==> src/rtl/ucyc_pkg.sv <==
package ucyc_pkg;
  typedef enum logic [1:0] {
    PH_SRC  = 2'd0,
    PH_EXE  = 2'd1,
    PH_XTRA = 2'd2
  } phase_e;
endpackage

==> src/rtl/ucyc_tick_gen.sv <==
// Minor-cycle counter: position within the tick and latched tick length.
module ucyc_tick_gen #(
  parameter int TICK_CYC = 8
) (
  input  logic                             clk,
  input  logic                             rst,
  input  logic                             fast,
  input  logic                             run,
  output logic [$clog2(TICK_CYC+1)-1:0]    pos,
  output logic [$clog2(TICK_CYC+1)-1:0]    len,
  output logic                             tick_last,
  output logic                             sm_clk
);
  localparam int LW = $clog2(TICK_CYC + 1);

  function automatic logic [LW-1:0] len_for(input logic f);
    return f ? LW'(TICK_CYC / 2) : LW'(TICK_CYC);
  endfunction

  logic at_end;
  assign at_end    = (pos == len - 1'b1);
  assign tick_last = run & at_end;
  assign sm_clk    = run & (pos < (len >> 1));

  always_ff @(posedge clk) begin
    if (rst) begin
      pos <= '0;
      len <= len_for(fast);
    end else if (run) begin
      if (at_end) begin
        pos <= '0;
        len <= len_for(fast);
      end else begin
        pos <= pos + 1'b1;
      end
    end
  end
endmodule

==> src/rtl/ucyc_phase_ctl.sv <==
// Phase sequencing: source, execute, optional slow-destination tick.
module ucyc_phase_ctl
  import ucyc_pkg::*;
(
  input  logic   clk,
  input  logic   rst,
  input  logic   tick_last,
  input  logic   src_double,
  input  logic   exe_double,
  input  logic   slow_dest,
  input  logic   write_req,
  output phase_e phase,
  output logic   first_tick,
  output logic   src_end,
  output logic   micro_end,
  output logic   wr_q
);
  logic tidx;
  logic src2, exe2, slow_q;
  logic phase_done;

  always_comb begin
    unique case (phase)
      PH_SRC:  phase_done = (tidx == src2);
      PH_EXE:  phase_done = (tidx == exe2);
      default: phase_done = 1'b1;
    endcase
  end

  assign first_tick = (phase == PH_SRC) & ~tidx;
  assign src_end    = tick_last & phase_done & (phase == PH_SRC);
  assign micro_end  = tick_last & phase_done &
                      ((phase == PH_XTRA) | ((phase == PH_EXE) & ~slow_q));

  always_ff @(posedge clk) begin
    if (rst) begin
      phase  <= PH_SRC;
      tidx   <= 1'b0;
      src2   <= src_double;
      exe2   <= exe_double;
      slow_q <= 1'b0;
      wr_q   <= 1'b0;
    end else if (tick_last) begin
      if (!phase_done) begin
        tidx <= 1'b1;
      end else begin
        tidx <= 1'b0;
        if (src_end) begin
          phase  <= PH_EXE;
          slow_q <= slow_dest;
          wr_q   <= write_req;
        end else if (micro_end) begin
          phase <= PH_SRC;
          src2  <= src_double;
          exe2  <= exe_double;
        end else begin
          phase <= PH_XTRA;
        end
      end
    end
  end
endmodule

==> src/rtl/ucyc_halt_ctl.sv <==
// Freeze at microinstruction end on halt, single-tick stepping, resume.
module ucyc_halt_ctl (
  input  logic clk,
  input  logic rst,
  input  logic halt_req,
  input  logic noop,
  input  logic step,
  input  logic micro_end,
  input  logic tick_last,
  output logic frozen,
  output logic run
);
  logic halted, stepping;

  assign frozen = halted & ~stepping;
  assign run    = ~frozen;

  always_ff @(posedge clk) begin
    if (rst) begin
      halted   <= 1'b0;
      stepping <= 1'b0;
    end else begin
      if (micro_end)
        halted <= halt_req & ~noop;
      else if (frozen & ~halt_req)
        halted <= 1'b0;

      if (frozen & step & halt_req)
        stepping <= 1'b1;
      else if (tick_last)
        stepping <= 1'b0;
    end
  end
endmodule

==> src/rtl/ucyc_strobe_gen.sv <==
// Output strobes decoded from phase and position in the tick.
module ucyc_strobe_gen
  import ucyc_pkg::*;
#(
  parameter int TICK_CYC = 8,
  parameter int WE_LEAD  = 1,
  parameter int WE_TAIL  = 1
) (
  input  logic                          run,
  input  logic [$clog2(TICK_CYC+1)-1:0] pos,
  input  logic [$clog2(TICK_CYC+1)-1:0] len,
  input  phase_e                        phase,
  input  logic                          first_tick,
  input  logic                          src_end,
  input  logic                          wr_q,
  output logic                          uclk,
  output logic                          src_stb,
  output logic                          opnd_clk,
  output logic                          ram_we,
  output logic                          dest_wr
);
  localparam int LW = $clog2(TICK_CYC + 1);

  function automatic logic in_we_window(input logic [LW-1:0] p, input logic [LW-1:0] l);
    return (p >= LW'(WE_LEAD)) && (p <= l - LW'(WE_TAIL + 1));
  endfunction

  function automatic logic at_mid(input logic [LW-1:0] p, input logic [LW-1:0] l);
    return p == (l >> 1);
  endfunction

  assign uclk     = run & first_tick & (pos < (len >> 1));
  assign src_stb  = run & (phase == PH_SRC);
  assign opnd_clk = src_end;
  assign ram_we   = run & (phase == PH_EXE) & wr_q & in_we_window(pos, len);
  assign dest_wr  = run & (phase == PH_XTRA) & at_mid(pos, len);
endmodule

==> src/rtl/ucyc_seq.sv <==
module ucyc_seq
  import ucyc_pkg::*;
#(
  parameter int TICK_CYC = 8,
  parameter int WE_LEAD  = 1,
  parameter int WE_TAIL  = 1
) (
  input  logic clk,
  input  logic rst,
  input  logic fast_mode,
  input  logic src_double,
  input  logic exe_double,
  input  logic slow_dest,
  input  logic write_req,
  input  logic halt_req,
  input  logic noop,
  input  logic step,
  output logic sm_clk,
  output logic uclk,
  output logic src_stb,
  output logic opnd_clk,
  output logic ram_we,
  output logic dest_wr
);
  localparam int LW = $clog2(TICK_CYC + 1);

  logic [LW-1:0] pos, len;
  logic          tick_last, sm_clk_i;
  logic          run, frozen;
  phase_e        phase;
  logic          first_tick, src_end, micro_end, wr_q;
  logic          uclk_i, src_i, opnd_i, we_i, dw_i;

  ucyc_tick_gen #(.TICK_CYC(TICK_CYC)) u_tick (
    .clk(clk), .rst(rst), .fast(fast_mode), .run(run),
    .pos(pos), .len(len), .tick_last(tick_last), .sm_clk(sm_clk_i)
  );

  ucyc_phase_ctl u_phase (
    .clk(clk), .rst(rst), .tick_last(tick_last),
    .src_double(src_double), .exe_double(exe_double),
    .slow_dest(slow_dest), .write_req(write_req),
    .phase(phase), .first_tick(first_tick), .src_end(src_end),
    .micro_end(micro_end), .wr_q(wr_q)
  );

  ucyc_halt_ctl u_halt (
    .clk(clk), .rst(rst), .halt_req(halt_req), .noop(noop), .step(step),
    .micro_end(micro_end), .tick_last(tick_last),
    .frozen(frozen), .run(run)
  );

  ucyc_strobe_gen #(.TICK_CYC(TICK_CYC), .WE_LEAD(WE_LEAD), .WE_TAIL(WE_TAIL)) u_strb (
    .run(run), .pos(pos), .len(len), .phase(phase), .first_tick(first_tick),
    .src_end(src_end), .wr_q(wr_q),
    .uclk(uclk_i), .src_stb(src_i), .opnd_clk(opnd_i), .ram_we(we_i), .dest_wr(dw_i)
  );

  assign sm_clk   = sm_clk_i & ~rst;
  assign uclk     = uclk_i   & ~rst;
  assign src_stb  = src_i    & ~rst;
  assign opnd_clk = opnd_i   & ~rst;
  assign ram_we   = we_i     & ~rst;
  assign dest_wr  = dw_i     & ~rst;
endmodule

==> config.mk <==
export PLATFORM = sky130hd
export DESIGN_NAME = ucyc_seq
export DESIGN_NICKNAME = d
export VERILOG_FILES = /design/src/rtl/ucyc_pkg.sv /design/src/rtl/ucyc_tick_gen.sv /design/src/rtl/ucyc_phase_ctl.sv /design/src/rtl/ucyc_halt_ctl.sv /design/src/rtl/ucyc_strobe_gen.sv /design/src/rtl/ucyc_seq.sv
export SDC_FILE = /design/constraint.sdc
export NUM_CORES = 1
export LEC_CHECK = 0
export CORE_ASPECT_RATIO = 1.75
export CORE_MARGIN = 2
export CORE_UTILIZATION = 40
export DETAILED_ROUTE_END_ITERATION = 16
export DONT_BUFFER_PORTS = 1
export PLACE_DENSITY_LB_ADDON = 0.3
export SYNTH_ARGS = -nofsm -noshare
export SYNTH_HDL_FRONTEND = slang
export SYNTH_HIERARCHICAL = 1
export SYNTH_SLANG_ARGS = --single-unit
==> constraint.sdc <==
create_clock -name clk -period 3.5 [get_ports clk]
set_clock_uncertainty 0.2 [all_clocks]
set_input_delay 0.35 -clock clk [delete_from_list [all_inputs] [get_ports clk]]
set_output_delay 0.35 -clock clk [all_outputs]
set_load 0.005 [all_outputs]
==> flow_metrics.tcl, run 1 <==
set metrics [dict create \
    p_per_area_nw_per_um2 363 \
    pin_count 16 \
    routed_via_density 5.72 \
    finalHoldViolCount 0 \
    synth_area_leaders "dfxtp_1, ha_1, edfxtp_1" \
    dieHeight_um 73.7 \
    rrSetupSlack_ps 1270 \
    ctsRootBufferMaster "clkbuf_8" \
    rsz0062_at_grt "false" \
    grt_pass1_wl_um 3910 \
    cts_tree "yes" \
    required_ps 2950 \
    yosysUniqueCellTypes 43 \
    rows 25 \
    synth_commonest_cells "dfxtp_1, inv_1, ha_1" \
    synth_edf_count 4 \
    final_cells 151 \
    p_total_w 0.000434 \
    status "finished clean" \
    insertion_delay_ps 250 \
    grt_max_degree 16 \
    clock_sinks 15 \
    yosysSeqAreaShare 0.306 \
    tns_ps 0 \
    wl_per_cell_um 14.8 \
    holdCritPathClass "in -> reg" \
    yosysTopAreaCell "dfxtp_1" \
    timing.final.crit_share 0.769 \
    vias 864 \
    syn_area_per_cell_um2 9.11 \
    start_util 0.418 \
    r2r_cells 7 \
    post_cts.repair.setup_buffers 0 \
    max_cap_violations 0 \
    endpoint_kind "primary output" \
    finalCriticalPeriod_ps 2690 \
    worst-path-max-fanout 15 \
    drive_above_1_share 0.0887 \
    grt_pass1_vias 931 \
    core_area_um2 2660 \
    cts.path.max_buffers 2 \
    fmax_ghz 0.372 \
    cp.arrival_ps 2140 \
    async_reset_ff_frac 0 \
    place.gp.congestion 0.815 \
    ant_nets 0 \
    netlist_area_um2 1110 \
    cts_htree_levels 1 \
    synth_top_area_share 0.198 \
    hold_end "u_tick/len[3]" \
    placed_cells 143 \
    area_growth_pct 7.43 \
    dieArea_um2 3230 \
    synth-seq-cells 15 \
    ir_worst_vdd_v 0.000223 \
    wirelength_um 2230 \
    r2r_end "u_phase/slow_q" \
    cts_buffers 3 \
    grt_use_total 0.161 \
    postSynthCellCount 122 \
    grt_antenna_before_repair 0 \
    worstReg2RegStart "u_tick/pos[1]" \
    ctsResizeCount 0 \
    ys_warn_count 6 \
    finalMaxSlewViolations 0 \
    final_nets 145 \
    startpoint_type "flop" \
    drc_errors 0 \
    p_leak_nw 0.473 \
    firstDrtPassIters 4 \
    antenna_cells 0 \
    setup_viol_count_final 0 \
    grt_overflow_total 0 \
    hpwl_um 1600 \
    hp-start "fast_mode" \
    path_class "reg -> out" \
    port_buffers 0 \
    clkTransAtPathRegs_ps 60 \
    hold_depth 1 \
    initialDrtViolationCount 20 \
    ys.flop_type "dfxtp_1" \
    die_w_um 43.8 \
]
==> logic make-up (layout without fill, tap and decap cells) <==
logic type               after synthesis  in the layout  synth area share
flip-flops                            15             15             0.306
adder cells (fa/ha/maj)               10             10             0.113
buffers and inverters                 20             21            0.0845
XOR/XNOR                               9              9            0.0709
other                                  1              2           0.00338
AND/OR/NAND/NOR                       44             44             0.265
multiplexers                           3              3            0.0304
AO/OA/AOI/OAI                         20             20             0.127
==> how the worst max path moves through the flow <==
stage	startpoint	end	slack, ps	cells after the start
2_1_floorplan	u_halt/stepping	opnd_clk	1030	9
3_3_place_gp	u_tick/pos[1]	opnd_clk	1100	7
3_5_place_dp	u_tick/pos[1]	opnd_clk	1080	7
4_1_cts	u_tick/pos[1]	opnd_clk	800	7
5_1_grt	u_tick/pos[1]	opnd_clk	630	7
6_report	u_tick/pos[1]	opnd_clk	810	7
==> layout by cell type, fill, tap and decap left out, types with 2 or more instances in the layout <==
cell,synthesis,final
a21o_1,2,2
a21oi_1,7,7
clkbuf_8,0,3
conb_1,1,2
dfxtp_1,11,11
dlygate4sd3_1,0,4
edfxtp_1,4,4
ha_1,10,10
inv_1,11,11
mux2i_1,2,2
nand2_1,3,3
nand3_1,2,2
nand3b_1,2,2
nand4b_1,5,5
nor2_1,6,6
nor2b_1,7,7
nor3_1,5,5
nor3b_1,3,3
o21ai_0,3,3
xnor2_1,5,5
xor2_1,4,4
==> power breakdown <==
group / total (W) / internal, W / switching, W
clock network: 0.000139 / 0.0000788 / 0.0000606
registers: 0.000206 / 0.000188 / 0.0000180
logic: 0.0000883 / 0.0000457 / 0.0000425
==> worst max-delay path, cell delays in order (launching register included) <==
cell and delay (ps):
dfxtp_1 470, ha_1 260, nand4b_1 120, mux2i_2 160, buf_4 220, or3b_1 400
nor2_1 90, nor2b_1 170
==> stage by stage <==
| stage | setup slack [ps] | instance area [µm²] | util | hold slack, ps |
|---|---|---|---|---|
| after floorplan | 1030 | 1110 | - | 218 |
| after global placement | 1100 | 1110 | 0.416 | 222 |
| after detailed placement | 1080 | 1110 | 0.416 | 227 |
| after CTS | 798 | 1190 | 0.449 | 22.1 |
| after global routing | 634 | 1190 | 0.449 | 16.1 |
| final | 808 | 1190 | 0.449 | 28.6 |
==> flip-flops by register name (all words and copies together), names as in the netlist <==
register and flops:
u_phase/wr_q 1, u_tick/pos 4, u_phase/slow_q 1, u_phase/exe2 1
u_tick/len 2, u_phase/phase 2, u_halt/stepping 1, u_phase/tidx 1
u_phase/src2 1, u_halt/halted 1
==> final cells by class <==
type	instances	area, µm²
fill	273	1470
multi-input combinational	88	681
sequential	15	340
timing repair buffer	5	47.5
inverter	12	45.0
clock buffer	3	41.3
tap	27	33.8
clock inverter	1	5.00
==> per-layer routing <==
layer	up-vias	wire [µm]	global-route usage
li1	435	-	-
met1	409	908	0.163
met2	15	1200	0.294
met3	5	71	0.0319
met4	0	53	0.0909
met5	-	0	0
==> what timing repair did <==
action | CTS | global route
hold buffers | 4 | 0
setup endpoints to repair | 0 | 0
hold endpoints to repair | 13 | 0
(Power assumes the default switching activity.)
==> run 2, diff against run 1 <==
- ABC_AREA: default -> 1
- clock period: 3.5 -> 2.48 ns (I/O delays scaled with it)
==> run 2 against run 1 <==
Net effect:
- sequential share of layout area decreased by 1.6 points
- cell count increased by 33%
- synthesized cell count increased by 35%
- worst setup slack got worse by 650 ps
- utilization increased by 2.0 points
- register-to-register slack got worse by 840 ps
- via count increased by 15%
- sequential cell count unchanged
- critical endpoint is now ram_we
==> flow_metrics.tcl, run 2 <==
set metrics [dict create \
    regArea_um2 340 \
    dieArea_um2 3290 \
    grt_pass1_vias 1016 \
    drive_above_1_share 0.132 \
    grt_use_total 0.163 \
    top_register "u_tick/pos" \
    cts_htree_levels 1 \
    grt_max_degree 11 \
    die_w_um 44.2 \
    worst-path-max-fanout 4 \
    finalHoldViolCount 0 \
    timing.final.crit_share 0.936 \
    yosysSeqAreaShare 0.300 \
    wirelength_um 2320 \
    grt_pass1_wl_um 4000 \
    setup_viol_count_final 0 \
    dieHeight_um 74.4 \
    r2r_end "u_halt/halted" \
    finalCriticalPeriod_ps 2320 \
    worst_slack_ps 159 \
    synth_commonest_cells "inv_1, nand2_1, nor2_1" \
    vias 992 \
    post_cts.repair.setup_buffers 0 \
    yosysUniqueCellTypes 24 \
    worst-path-buf-inv 2 \
    path_class "reg -> out" \
    largestRegisters "u_tick/pos x4, u_phase/phase x2, u_tick/len x2" \
    synth-seq-cells 15 \
    final_nets 195 \
    crit_path_end "ram_we" \
    rrSetupSlack_ps 430 \
    hpwl_um 1880 \
    cts_buffers 3 \
    core_area_um2 2690 \
    ant_nets 0 \
    antenna_cells 0 \
    area_growth_pct 11.4 \
    hp-start "rst" \
    async_reset_ff_frac 0 \
    ctsResizeCount 0 \
    holdCritPathClass "in -> reg" \
    largest_reg_flops 4 \
    cp.arrival_ps 1870 \
    status "finished clean" \
    grt_overflow_total 0 \
    fillers 280 \
    p_leak_nw 0.657 \
    cp_slowest_cell "edfxtp_1" \
    ctsRootBufferMaster "clkbuf_8" \
    worstReg2RegStart "u_tick/pos[1]" \
    cpPeakStageDelay_ps 400 \
    synth_edf_count 4 \
    ir_worst_vdd_v 0.000304 \
    pin_count 16 \
    p_per_area_nw_per_um2 460 \
    firstDrtPassIters 4 \
    port_buffers 0 \
    cts.path.max_buffers 2 \
    finalMaxSlewViolations 0 \
    routed_via_density 4.94 \
    rows 25 \
    path_cells "inv_1 > ha_1 > xnor2_1 > ha_1 > a21oi_1 > nand2_1 > a21oi_2 > inv_1 > nor2_1" \
    required_ps 2030 \
    layout_common_cells "inv_1, nand2_1, nor2_1, dfxtp_1, nand3_1" \
    cts_tree "yes" \
    endpoint_kind "primary output" \
    insertion_delay_ps 250 \
    start_util 0.421 \
    synth_area_leaders "dfxtp_1, inv_1, ha_1" \
    r2r_cells 10 \
    ys.flop_type "dfxtp_1" \
    startpoint_type "flop" \
    crit_start "u_tick/len[2]" \
    dpl_cell_area_um2 1160 \
    postSynthCellCount 165 \
    rsz0062_at_grt "false" \
    pre_cts_slack_ps 432 \
    fmax_ghz 0.431 \
    multiInputGateArea_um2 602 \
    clkTransAtPathRegs_ps 60 \
    initialDrtViolationCount 24 \
    tns_ps 0 \
    critPathTopFamily "adder cells" \
    drc_errors 0 \
    ys_warn_count 6 \
    yosysTopAreaCell "dfxtp_1" \
    fin_area_um2 1260 \
    max_cap_violations 0 \
    synth_top_area_share 0.194 \
    place.gp.congestion 0.842 \
    syn_area_per_cell_um2 6.87 \
    grt_antenna_before_repair 0 \
    netlist_area_um2 1130 \
    clock_sinks 15 \
    yosysMostFrequentCell "inv_1" \
    layout_commonest_cell "inv_1" \
    wl_per_cell_um 11.5 \
    cts_hold_buf 6 \
    cp.depth 9 \
]
## run 2: changes by cell type in the layout (fill, tap and decap cells not counted), sizes merged, moves of 3 or more
cell	change
nor3b	-3
nand3	+13
nor2	+16
nor2b	-7
nor3	-3
inv	+34
mux2i	-3
xnor2	-3
nand2	+26
nand4b	-5
## run 2: worst min-delay path by stage
| stage | endpoint | slack, ps | cells past startpoint |
|---|---|---|---|
| detailed placement | u_halt/stepping | 110 | 1 |
| global route | u_tick/pos[1] | 20 | 3 |
| CTS | u_phase/slow_q | 5 | 3 |
| floorplan | u_halt/stepping | 110 | 1 |
| global placement | u_halt/stepping | 110 | 1 |
| finish | u_tick/pos[1] | 10 | 3 |
## run 2: layout make-up
type / count / share of cell area
Clock inverter: 1 / 0.00396
Timing Repair Buffer: 7 / 0.0535
Multi-Input combinational cell: 102 / 0.477
Inverter: 46 / 0.137
Sequential cell: 15 / 0.270
Tap cell: 27 / 0.0268
Clock buffer: 3 / 0.0327
## run 2: cell families after synthesis
family                     Yosys count  synth area share
AOI/OAI and AO/OA                   13            0.0695
xor gates and xnor gates             4            0.0309
adders and majority gates           10             0.110
buffers and inverters               49             0.172
DFF                                 15             0.300
other                                1           0.00331
and+or+nand+nor                     73             0.313
## run 2: per-layer routing
layer  wire [µm]  track usage  up-vias  share of wire
met5           0            0        -              0
met4          77        0.104        0          0.033
met3          68       0.0267        7          0.029
met2        1300        0.317       16           0.56
met1         876        0.148      451           0.38
li1            -            -      518              -
## run 2: worst register-to-register path, delay by kind of cell (launching register included)
family / cells / cell delay, ps
AOI/OAI and AO/OA: 2 / 260
and+or+nand+nor: 4 / 460
DFF: 1 / 440
buffers and inverters: 3 / 390
adders and majority gates: 1 / 210
## run 2: report_power, final
part	internal, W	switching (W)
sequential	0.000262	0.0000133
combinational	0.0000445	0.0000587
clock	0.000112	0.0000908
## run 2: metrics by stage
stage               hold WS [ps]  std cells  power [W]   util
finish                      13.1        201   0.000581  0.469
floorplan                    110        166   0.000358      -
global placement             113        191   0.000372  0.430
global route                23.3        201   0.000619  0.469
CTS                         5.13        201   0.000587  0.469
detailed placement           114        191   0.000376  0.430
